--- config.mk ---
export PLATFORM = sky130hd
export DESIGN_NAME = exc_vector_select
export DESIGN_NICKNAME = d
export VERILOG_FILES = /design/src/rtl/exc_pkg.sv /design/src/rtl/exc_rst_sync.sv /design/src/rtl/exc_cause_qual.sv /design/src/rtl/exc_prio_pick.sv /design/src/rtl/exc_vector_select.sv
export SDC_FILE = /design/constraint.sdc
export NUM_CORES = 1
export LEC_CHECK = 0
export BUFFER_PORTS_ARGS = -buffer_cell sky130_fd_sc_hd__buf_2
export CORE_MARGIN = 1.5
export CORE_UTILIZATION = 30
export DETAILED_ROUTE_END_ITERATION = 6
export GPL_TIMING_DRIVEN = 0
export PLACE_DENSITY_LB_ADDON = 0.2
export SLEW_MARGIN = 20
export SYNTH_ARGS = -nofsm -noshare
export SYNTH_HDL_FRONTEND = slang
export SYNTH_SLANG_ARGS = --single-unit
export TNS_END_PERCENT = 100
--- constraint.sdc ---
create_clock -name clk -period 1.97 [get_ports clk]
set_input_delay 0.394 -clock clk [delete_from_list [all_inputs] [get_ports clk]]
set_output_delay 0.394 -clock clk [all_outputs]
set_load 0.05 [all_outputs]
--- src/rtl/exc_pkg.sv ---
package exc_pkg;
  localparam int VEC_W   = 20;
  localparam int CAUSE_W = 3;
  localparam int N_SRC   = 5;   // qualified non-reset sources
  localparam int SLOT_W  = $clog2(N_SRC);

  typedef enum logic [CAUSE_W-1:0] {
    C_NONE  = 3'd0,
    C_RESET = 3'd1,
    C_MCHK  = 3'd2,
    C_DSI   = 3'd3,
    C_ISI   = 3'd4,
    C_EXT   = 3'd5,
    C_ALIGN = 3'd6
  } cause_e;

  // Offset = cause * 0x100
  function automatic logic [VEC_W-1:0] vec_of(cause_e c);
    logic [VEC_W-1:0] v;
    v = '0;
    v[8 +: CAUSE_W] = c;
    return v;
  endfunction

  // Priority slot (0 = highest) to cause code
  function automatic cause_e cause_of_slot(logic [SLOT_W-1:0] s);
    case (s)
      3'd0:    return C_MCHK;
      3'd1:    return C_ISI;
      3'd2:    return C_DSI;
      3'd3:    return C_ALIGN;
      default: return C_EXT;
    endcase
  endfunction
endpackage

--- src/rtl/exc_rst_sync.sv ---
module exc_rst_sync #(
  parameter int STAGES = 2
) (
  input  logic clk,
  input  logic rst_any,
  output logic hold_o,     // reset still in effect
  output logic release_o   // last cycle of hold: take reset at next edge
);
  logic [STAGES-1:0] sh_q;

  always_ff @(posedge clk or posedge rst_any) begin
    if (rst_any) sh_q <= '1;
    else         sh_q <= {sh_q[STAGES-2:0], 1'b0};
  end

  assign hold_o    = sh_q[STAGES-1];
  assign release_o = sh_q[STAGES-1] & ~sh_q[STAGES-2];
endmodule

--- src/rtl/exc_cause_qual.sv ---
module exc_cause_qual
  import exc_pkg::*;
#(
  parameter int PAR_W = 2
) (
  input  logic             bus_err,
  input  logic             data_xfer,
  input  logic             mchk_pin,
  input  logic [PAR_W-1:0] parity_err,
  input  logic             dsi_req,
  input  logic             isi_req,
  input  logic             align_req,
  input  logic             ext_irq,
  input  logic             irq_en,
  output logic             mc_req_o,
  output logic [N_SRC-1:0] req_o    // bit index = priority slot
);
  assign mc_req_o = mchk_pin | (bus_err & data_xfer) | (|parity_err);

  assign req_o[0] = mc_req_o;
  assign req_o[1] = isi_req;
  assign req_o[2] = dsi_req;
  assign req_o[3] = align_req;
  assign req_o[4] = ext_irq & irq_en;
endmodule

--- src/rtl/exc_prio_pick.sv ---
module exc_prio_pick
  import exc_pkg::*;
(
  input  logic [N_SRC-1:0]  req,
  output logic              valid_o,
  output logic [SLOT_W-1:0] slot_o
);
  always_comb begin
    slot_o = '0;
    for (int i = N_SRC - 1; i >= 0; i--) begin
      if (req[i]) slot_o = SLOT_W'(i);
    end
  end
  assign valid_o = |req;
endmodule

--- src/rtl/exc_vector_select.sv ---
module exc_vector_select
  import exc_pkg::*;
#(
  parameter int PAR_W       = 2,
  parameter int SYNC_STAGES = 2
) (
  input  logic             clk,
  input  logic             soft_rst,
  input  logic             hard_rst,
  input  logic             bus_err,
  input  logic             data_xfer,
  input  logic             mchk_pin,
  input  logic [PAR_W-1:0] parity_err,
  input  logic             dsi_req,
  input  logic             isi_req,
  input  logic             align_req,
  input  logic             ext_irq,
  input  logic             irq_en_set,
  output logic             take_o,
  output logic [VEC_W-1:0] vec_o,
  output logic [CAUSE_W-1:0] cause_o,
  output logic             irq_en_o
);
  // Named internal events
  logic              rst_any;
  logic              rst_hold;
  logic              rst_release;
  logic              mc_req;
  logic [N_SRC-1:0]  req_vec;
  logic              win_valid;
  logic [SLOT_W-1:0] win_slot;
  cause_e            win_cause;

  logic              take_q;
  logic [VEC_W-1:0]  vec_q;
  cause_e            cause_q;
  logic              ie_q;

  assign rst_any = soft_rst | hard_rst;

  exc_rst_sync #(.STAGES(SYNC_STAGES)) u_sync (
    .clk       (clk),
    .rst_any   (rst_any),
    .hold_o    (rst_hold),
    .release_o (rst_release)
  );

  exc_cause_qual #(.PAR_W(PAR_W)) u_qual (
    .bus_err    (bus_err),
    .data_xfer  (data_xfer),
    .mchk_pin   (mchk_pin),
    .parity_err (parity_err),
    .dsi_req    (dsi_req),
    .isi_req    (isi_req),
    .align_req  (align_req),
    .ext_irq    (ext_irq),
    .irq_en     (ie_q),
    .mc_req_o   (mc_req),
    .req_o      (req_vec)
  );

  exc_prio_pick u_pick (
    .req     (req_vec),
    .valid_o (win_valid),
    .slot_o  (win_slot)
  );

  assign win_cause = cause_of_slot(win_slot);

  always_ff @(posedge clk or posedge rst_any) begin
    if (rst_any) begin
      take_q  <= 1'b0;
      vec_q   <= vec_of(C_RESET);
      cause_q <= C_RESET;
      ie_q    <= 1'b0;
    end else if (rst_release) begin
      take_q  <= 1'b1;
      vec_q   <= vec_of(C_RESET);
      cause_q <= C_RESET;
      ie_q    <= 1'b0;
    end else if (rst_hold) begin
      take_q  <= 1'b0;
    end else if (win_valid) begin
      take_q  <= 1'b1;
      vec_q   <= vec_of(win_cause);
      cause_q <= win_cause;
      ie_q    <= 1'b0;
    end else begin
      take_q  <= 1'b0;
      if (irq_en_set) ie_q <= 1'b1;
    end
  end

  assign take_o   = take_q;
  assign vec_o    = vec_q;
  assign cause_o  = cause_q;
  assign irq_en_o = ie_q;

  // Assertions
  AST_VEC_NONZERO: assert property (@(posedge clk) disable iff (rst_any) vec_q != '0);
  AST_VEC_GRID: assert property (@(posedge clk) disable iff (rst_any) vec_q[7:0] == 8'h00);
  AST_EXT_GATED: assert property (@(posedge clk) disable iff (rst_any) (take_q && cause_q == C_EXT) |-> $past(ie_q));
  AST_IE_CLEARED: assert property (@(posedge clk) disable iff (rst_any) (take_q && cause_q != C_RESET) |-> !ie_q);
  AST_MCHK_WINS: assert property (@(posedge clk) disable iff (rst_any) (!rst_hold && mc_req) |=> (take_q && cause_q == C_MCHK));
  AST_HELD_WHEN_IDLE: assert property (@(posedge clk) disable iff (rst_any) !take_q |-> ($stable(vec_q) && $stable(cause_q)));
  AST_QUIET_IN_HOLD: assert property (@(posedge clk) disable iff (rst_any) (rst_hold && !rst_release) |=> !take_q);
endmodule

==> results of run 1 <==
critical path: stages, from the launching register on:
cell	delay, ns
dfstp_2	0.54
buf_4	0.10
buf_2	0.24
state kept, by name, summed over array words and instances (netlist names):
signal / flops
irq_en_o: 1
take_o: 1
u_sync.sh_q: 2
vec_o: 3
cells by family after synthesis:
family	after synthesis
buffers and inverters	21
AOI/OAI and AO/OA	13
DFF	7
and+or+nand+nor	7
other	1
per-stage QoR:
stage,instances,utilization [%]
floorplan,66,-
global route,106,46.3
finish,106,46.3
detailed placement,102,44.6
CTS,106,46.3
global placement,102,44.6
power groups by stage:
stage | registers (mW) | clock network, mW | logic (mW)
after floorplan | 0.179 | 0 | 0.136
after global placement | 0.161 | 0 | 0.183
after detailed placement | 0.161 | 0 | 0.184
after CTS | 0.159 | 0.134 | 0.184
after global routing | 0.160 | 0.145 | 0.194
final | 0.159 | 0.125 | 0.184
cell type report:
class | instances | area [um2] | area share [%]
Tap cell | 16 | 20.0 | 2.84
Clock buffer | 4 | 26.3 | 3.72
Sequential cell | 7 | 179 | 25.4
Multi-Input combinational cell | 38 | 226 | 32.1
Buffer | 21 | 154 | 21.8
Timing Repair Buffer | 20 | 100 | 14.2
placed cells by master, fill, tap and decap left out:
cell type and instances:
buf_2 20, o21bai_1 3, clkbuf_4 3, a21oi_1 2
a32o_1 2, a211oi_1 1, a32oi_1 1, a21o_1 1
dfrtp_1 4, a22o_1 1, dfstp_2 3, nand2_1 1
a2111oi_4 1, nand2b_1 1, nor2_1 3, conb_1 18
a31oi_1 1, nor2b_1 1, buf_4 20, nor4_2 1
clkbuf_1 2
layer usage:
metal | vias up | share of wire (%) | routed length (um)
li1 | 215 | - | -
met1 | 178 | 40 | 346
met2 | 23 | 46 | 399
met3 | 2 | 13 | 108
met4 | 0 | 0.93 | 8
met5 | - | 0 | 0
final timing paths:
kind / end / slack, ns
setup / recovery: vec_o[8] / 0.45
hold / removal: take_o / 0.20
setup reg to reg: vec_o[9] / 0.59
hold reg to reg: u_sync.sh_q[1] / 0.40
max in group asynchronous: u_sync.sh_q[1] / 1.40
min in group clk: u_sync.sh_q[1] / 0.40
==> results.md, run 1 <==
- Longest Clk Path Bufs: 2
- Initial Utilization: between 30% and 40%
- Status: finished clean
- Clock power frac: approximately a quarter
- Vias: approximately 420
- Top cells by instance count after synthesis: 20 x buf_4, 4 x dfrtp_1, 3 x dfstp_2, 3 x nor2_1, 3 x o21bai_1
- Pint: roughly 280 uW
- Skew final: approximately 0.00063 ns
- Post-synthesis xor/xnor area fraction: 0%
- Port Buffers: 20
- Share of cells above drive strength 1: 53.3%
- Layout fillers: around 160
- Post-synth EDFFs: 0
- Mapped Cells: 49
- Global Route met3 Usage: roughly 2.1%
- Combinational family with the most area after synthesis: buffers and inverters
- Cell taking the most area after synthesis: buf_4
- Worst vdd ir: between 0.3 and 0.4 mV
- Postcts setup bufs: 0
- DIE AREA: ~0.0019 mm2
- Setup CP Type: flop to primary output
- Synth top area cells: buf_4 30%, dfrtp_1 20%, dfstp_2 16%
- Adder-cell share of the synthesized area: 0%
- Worst Setup End Kind: primary output
- Cts hold-fix bufs: 0
- Post-CTS resize count: 0
- Register-to-Register Path Depth: 4
- Min-delay worst type: primary input to asynchronous set/reset pin
- Final Cycle Share: approximately three quarters
- Global-route track usage on met2: roughly 14%
- Max Cap Viol: 0
- Via-per-instance ratio: just under 4
- Min Clock Period, post-route: roughly 1.5 ns
- Count of final setup violators: 0
- Largest net degree at the start of global routing: 9
- First-pass GRT wire length: between 1000 and 1500 um
- Clk sinks: 7
- Mux share of post-synthesis cell area: 0%
- Initial antenna violation count: 0
- Antenna-violating nets left: 0
- Post-placement setup slack: 0.585 ns
- Tightest Pin Transition: approximately 0.53 ns
- Tot GR Track Use: under 10%
- Register area share after synthesis: between 30% and 40%
- Setup crit start kind: flop
- CTS buffer count: 3
- Gr busiest metal: met2
- Netlist Area Pre-Place: roughly 500 um2
- Std cell rows: 14
- Remaining Overflow, GRT: 0
- Final Hold Fails: 0
- Sw frac: 39.2%
- Area grow syn2layout: 42.4%
- Net Sw Power: about 180 uW
- Total routed wirelength: roughly 860 um
- Worst R2R Start: u_sync.sh_q[1]
- # DRC: 0
- Slew Viols, Final: 0
- Yosys Warn Count: 0
- Final Power: approximately 470 uW
- Worst-path maximum fanout: 4
- Post-DP HPWL: 721 um
- Placed Instance Area: 679 um2
- Met1 Resource Use GR: about 13%
- DIE WIDTH: ~44 um
- Count leader, synth: buf_4
- Cell variety after synth: 19
- Root Buffer: clkbuf_4
- Layout Nets: 104
- Die Y: roughly 44 um
- Sequential Power Share: 34.1%
- Setup TNS: 0 ns
- CTS tree: done
- Top_reg_cell synth: dfrtp_1
- Drt pass-1 iters: 4
- Total I/O pin count: 38
- Power share of the combinational group: about 40%
- Core Box Area: around 0.0015 mm2
- Starting DRT DRC Count: 2
- Compound-Gate Fraction of Synth Area: 24.0%
- Final instance area: 706 um2
- #FFs+latches synth: 7
- Synth top area share: 30.3%
- # H-tree levels: 1
- Gpl congestion: around 0.74
- Worst setup margin: between 0.4 and 0.5 ns
- Async SR Flop Fraction: 100%
- F_max: 660 MHz
- Mean Syn Cell Area: approximately 10 um2
- Worst setup path startpoint: vec_o[8]
- Clk Latency, worst-skew pair: 0.24 ns
- CP arrival: ~1.1 ns
- Clk slew on worst S/H paths: 0.05 ns
- Critical path data required time: around 1.6 ns
- Number of global-route vias before repair: 340
- DR WL/cell: ~8 um
- Rel. slew slack: 64.4%
- Cell area power density: 663 mW/mm2
- Simple-gate share of the synthesized area: about 8.1%
- Min Hold Slack: between 0.15 and 0.2 ns
- Leakage power: roughly 0.39 nW
- RSZ-0062 raised after global routing: no
- Ant diodes: 0
(Power assumes the default switching activity.)
==> run 2: changes to the inputs <==
--- a/config.mk
+++ b/config.mk
@@ -5,6 +5,7 @@
 export SDC_FILE = /design/constraint.sdc
 export NUM_CORES = 1
 export LEC_CHECK = 0
+export ABC_AREA = 1
 export BUFFER_PORTS_ARGS = -buffer_cell sky130_fd_sc_hd__buf_2
 export CORE_MARGIN = 1.5
 export CORE_UTILIZATION = 30
==> constraint.sdc (replaced) <==
create_clock -name clk -period 1.5 [get_ports clk]
set_input_delay 0.3 -clock clk [delete_from_list [all_inputs] [get_ports clk]]
set_output_delay 0.3 -clock clk [all_outputs]
set_load 0.05 [all_outputs]
==> run 2 against run 1 <==
Net effect: power rose by 41%; highest routed layer unchanged; clock power grew 45%; hold slack lost 0.074 ns; global-route usage fell by 0.49 points; clock-buffer cell count is the same; critical endpoint unchanged.
==> results.md, run 2 <==
- Critical path's slowest cell: dfstp_2
- Critical path data required time: 1.20 ns (-0.38 ns)
- Max Cap Viol: 0 (unchanged)
- CP top delay family: flip-flops
- CTS tree: done
- Setup TNS: 0 ns (unchanged)
- Starting DRT DRC Count: 4 (+2)
- Setup crit start kind: flop
- Multi-input logic area: 241 um2 (+6.6%)
- Port Buffers: 20 (unchanged)
- WP depth: 2 (unchanged)
- F_max: 699 MHz
- Clk sinks: 7 (unchanged)
- Tot GR Track Use: 9.37% (-0.49 points)
- Initial antenna violation count: 0 (unchanged)
- Remaining Overflow, GRT: 0 (unchanged)
- Antenna-violating nets left: 0 (unchanged)
- Cell taking the most area after synthesis: buf_4
- Min Clock Period, post-route: between 1 and 1.5 ns
- Sequential Area: 179 um2 (unchanged)
- Area grow syn2layout: 40.7%
- Worst path buffer plus inverter count: 2 (unchanged)
- Total routed wirelength: 887 um (+2.9%)
- Setup CP Type: flop to primary output
- Cell variety after synth: 16 (-3)
- Count leader, synth: buf_4
- Via-per-instance ratio: 3.40 (-14%)
- Clk Latency, worst-skew pair: 0.25 ns (about the same)
- Largest net degree at the start of global routing: 8 (-1)
- Rel. slew slack: 59.8% (-4.6 points)
- Gpl congestion: 0.642 (-13%)
- RSZ-0062 raised after global routing: no
- Worst vdd ir: 0.403 mV (+25%)
- Tightest Pin Transition: 0.601 ns (+0.0691 ns)
- Skew final: 0.00169 ns (+0.00106 ns)
- Cell Chain, Critical Path: buf_4 > buf_2
- Max reg flops: 3 (unchanged)
- Top cells by instance count after synthesis: 20 x buf_4, 11 x nand2_1, 9 x inv_1
- Final Cycle Share: a little over nine tenths
- DR WL/cell: 6.57 um (-19%)
- Top_reg_cell synth: dfrtp_1
- Initial Utilization: 31.9% (-0.64 points)
- #FFs+latches synth: 7 (unchanged)
- R2r endpoint: vec_o[8]
- Max stage delay on crit path: 0.54 ns (about the same)
- Min-delay worst type: primary input to asynchronous set/reset pin
- Synth top area share: 27.6% (-2.7 points)
- Yosys Warn Count: 0 (unchanged)
- Async SR Flop Fraction: 100% (unchanged)
- DIE AREA: 0.00208 mm2 (+9.2%)
- Number of global-route vias before repair: 366 (+7.6%)
- Longest Clk Path Bufs: 2 (unchanged)
- Leakage power: 0.479 nW (+23%)
- Worst R2R Setup Slack: 0.40 ns (-0.19 ns)
- Post-DP HPWL: 778 um (+7.9%)
- Cell area power density: 863 mW/mm2 (+30%)
- DIE WIDTH: 45.6 um (+4.5%)
- Status: finished clean
- Root Buffer: clkbuf_4
- Drt pass-1 iters: 2 (-2)
- Mapped Cells: 69 (+41%)
- Final Hold Fails: 0 (unchanged)
- CTS buffer count: 3 (unchanged)
- Std cell rows: 15 (+1)
- # H-tree levels: 1 (unchanged)
- Post-CTS resize count: 0 (unchanged)
- Core Box Area: 0.00171 mm2 (+12%)
- Share of cells above drive strength 1: 51.8% (-1.5 points)
- # DRC: 0 (unchanged)
- Netlist Area Pre-Place: 544 um2 (+9.8%)
- Post-synth EDFFs: 0 (unchanged)
- Worst R2R Start: u_sync.sh_q[1]
- Postcts setup bufs: 0 (unchanged)
- Layout fillers: 171 (+6.2%)
- Slew Viols, Final: 0 (unchanged)
- CP arrival: 1.13 ns (about the same)
- Register area share after synthesis: 32.9% (-3.2 points)
- Synth top area cells: buf_4 28%, dfrtp_1 18%, dfstp_2 14%
- First-pass GRT wire length: 1350 um (-2.0%)
- Layout Nets: 124 (+19%)
- Worst Setup End Kind: primary output
- Mean Syn Cell Area: 7.89 um2 (-22%)
- Most frequent cells in the layout: 20 x buf_4, 20 x buf_2, 18 x conb_1, 11 x nand2_1, 9 x inv_1
- Die Y: 45.6 um (+4.5%)
- Clk slew on worst S/H paths: 0.06 ns (about the same)
- Non-Filler Instances: 135 (+27%)
- Register-to-Register Path Depth: 5 (+1)
- Ant diodes: 0 (unchanged)
- Count of final setup violators: 0 (unchanged)
- Cts hold-fix bufs: 0 (unchanged)
- Vias: 459 (+9.8%)
- Total I/O pin count: 38 (unchanged)
- Placed Cells: 131 (+28%)
- Worst-path maximum fanout: 3 (-1)
run 2: area by class of cell:
| class | count | area share [%] |
|---|---|---|
| multi-input combinational | 49 | 31.5 |
| sequential | 7 | 23.4 |
| buffer | 20 | 19.6 |
| timing repair buffer | 20 | 13.1 |
| inverter | 10 | 4.90 |
| tap | 25 | 4.08 |
| clock buffer | 4 | 3.43 |
run 2: metrics by stage:
step / util, % / area (um2) / setup slack, ns / hold WS [ns] / power (mW)
after floorplan: - / 608 / 0.257 / 0.220 / 0.446
after global placement: 43.3 / 739 / 0.345 / 0.357 / 0.481
after detailed placement: 43.3 / 739 / 0.339 / 0.361 / 0.484
after CTS: 44.8 / 766 / 0.0658 / 0.144 / 0.665
after global routing: 44.8 / 766 / 0.0428 / 0.190 / 0.699
final: 44.8 / 766 / 0.0699 / 0.123 / 0.661
run 2: cell families (layout without fill, tap and decap cells):
| kind of cell | after synthesis | count (layout) | synth area share [%] |
|---|---|---|---|
| buffers and inverters | 30 | 54 | 34.5 |
| AND/OR/NAND/NOR | 29 | 29 | 30.1 |
| flip-flops | 7 | 7 | 32.9 |
| AO/OA/AOI/OAI | 2 | 2 | 1.84 |
| other | 1 | 18 | 0.689 |
run 2: report_power, final:
| group | switching, mW | internal [mW] |
|---|---|---|
| clock network | 0.0789 | 0.102 |
| logic | 0.194 | 0.0746 |
| registers | 0.00686 | 0.205 |
run 2: worst max path at each step:
stage             start        to
2_1_floorplan  irq_en_o  vec_o[9]
3_3_place_gp   vec_o[8]  vec_o[8]
3_5_place_dp   vec_o[8]  vec_o[8]
4_1_cts        vec_o[8]  vec_o[8]
5_1_grt        vec_o[8]  vec_o[8]
6_report       vec_o[8]  vec_o[8]
run 2: layer usage:
metal / part of all wire [%] / track usage [%]
met1: 40 / 9.88
met3: 7.8 / 3.57
met5: 0 / 0
met2: 51 / 15.8
met4: 0.68 / 5.29
run 2: worst reg2reg max path: stages, from the launching register on:
cell	delay (ns)
dfstp_2	0.51
inv_1	0.07
or2_4	0.27
nand3_1	0.09
nand2_1	0.05
nand2_1	0.05
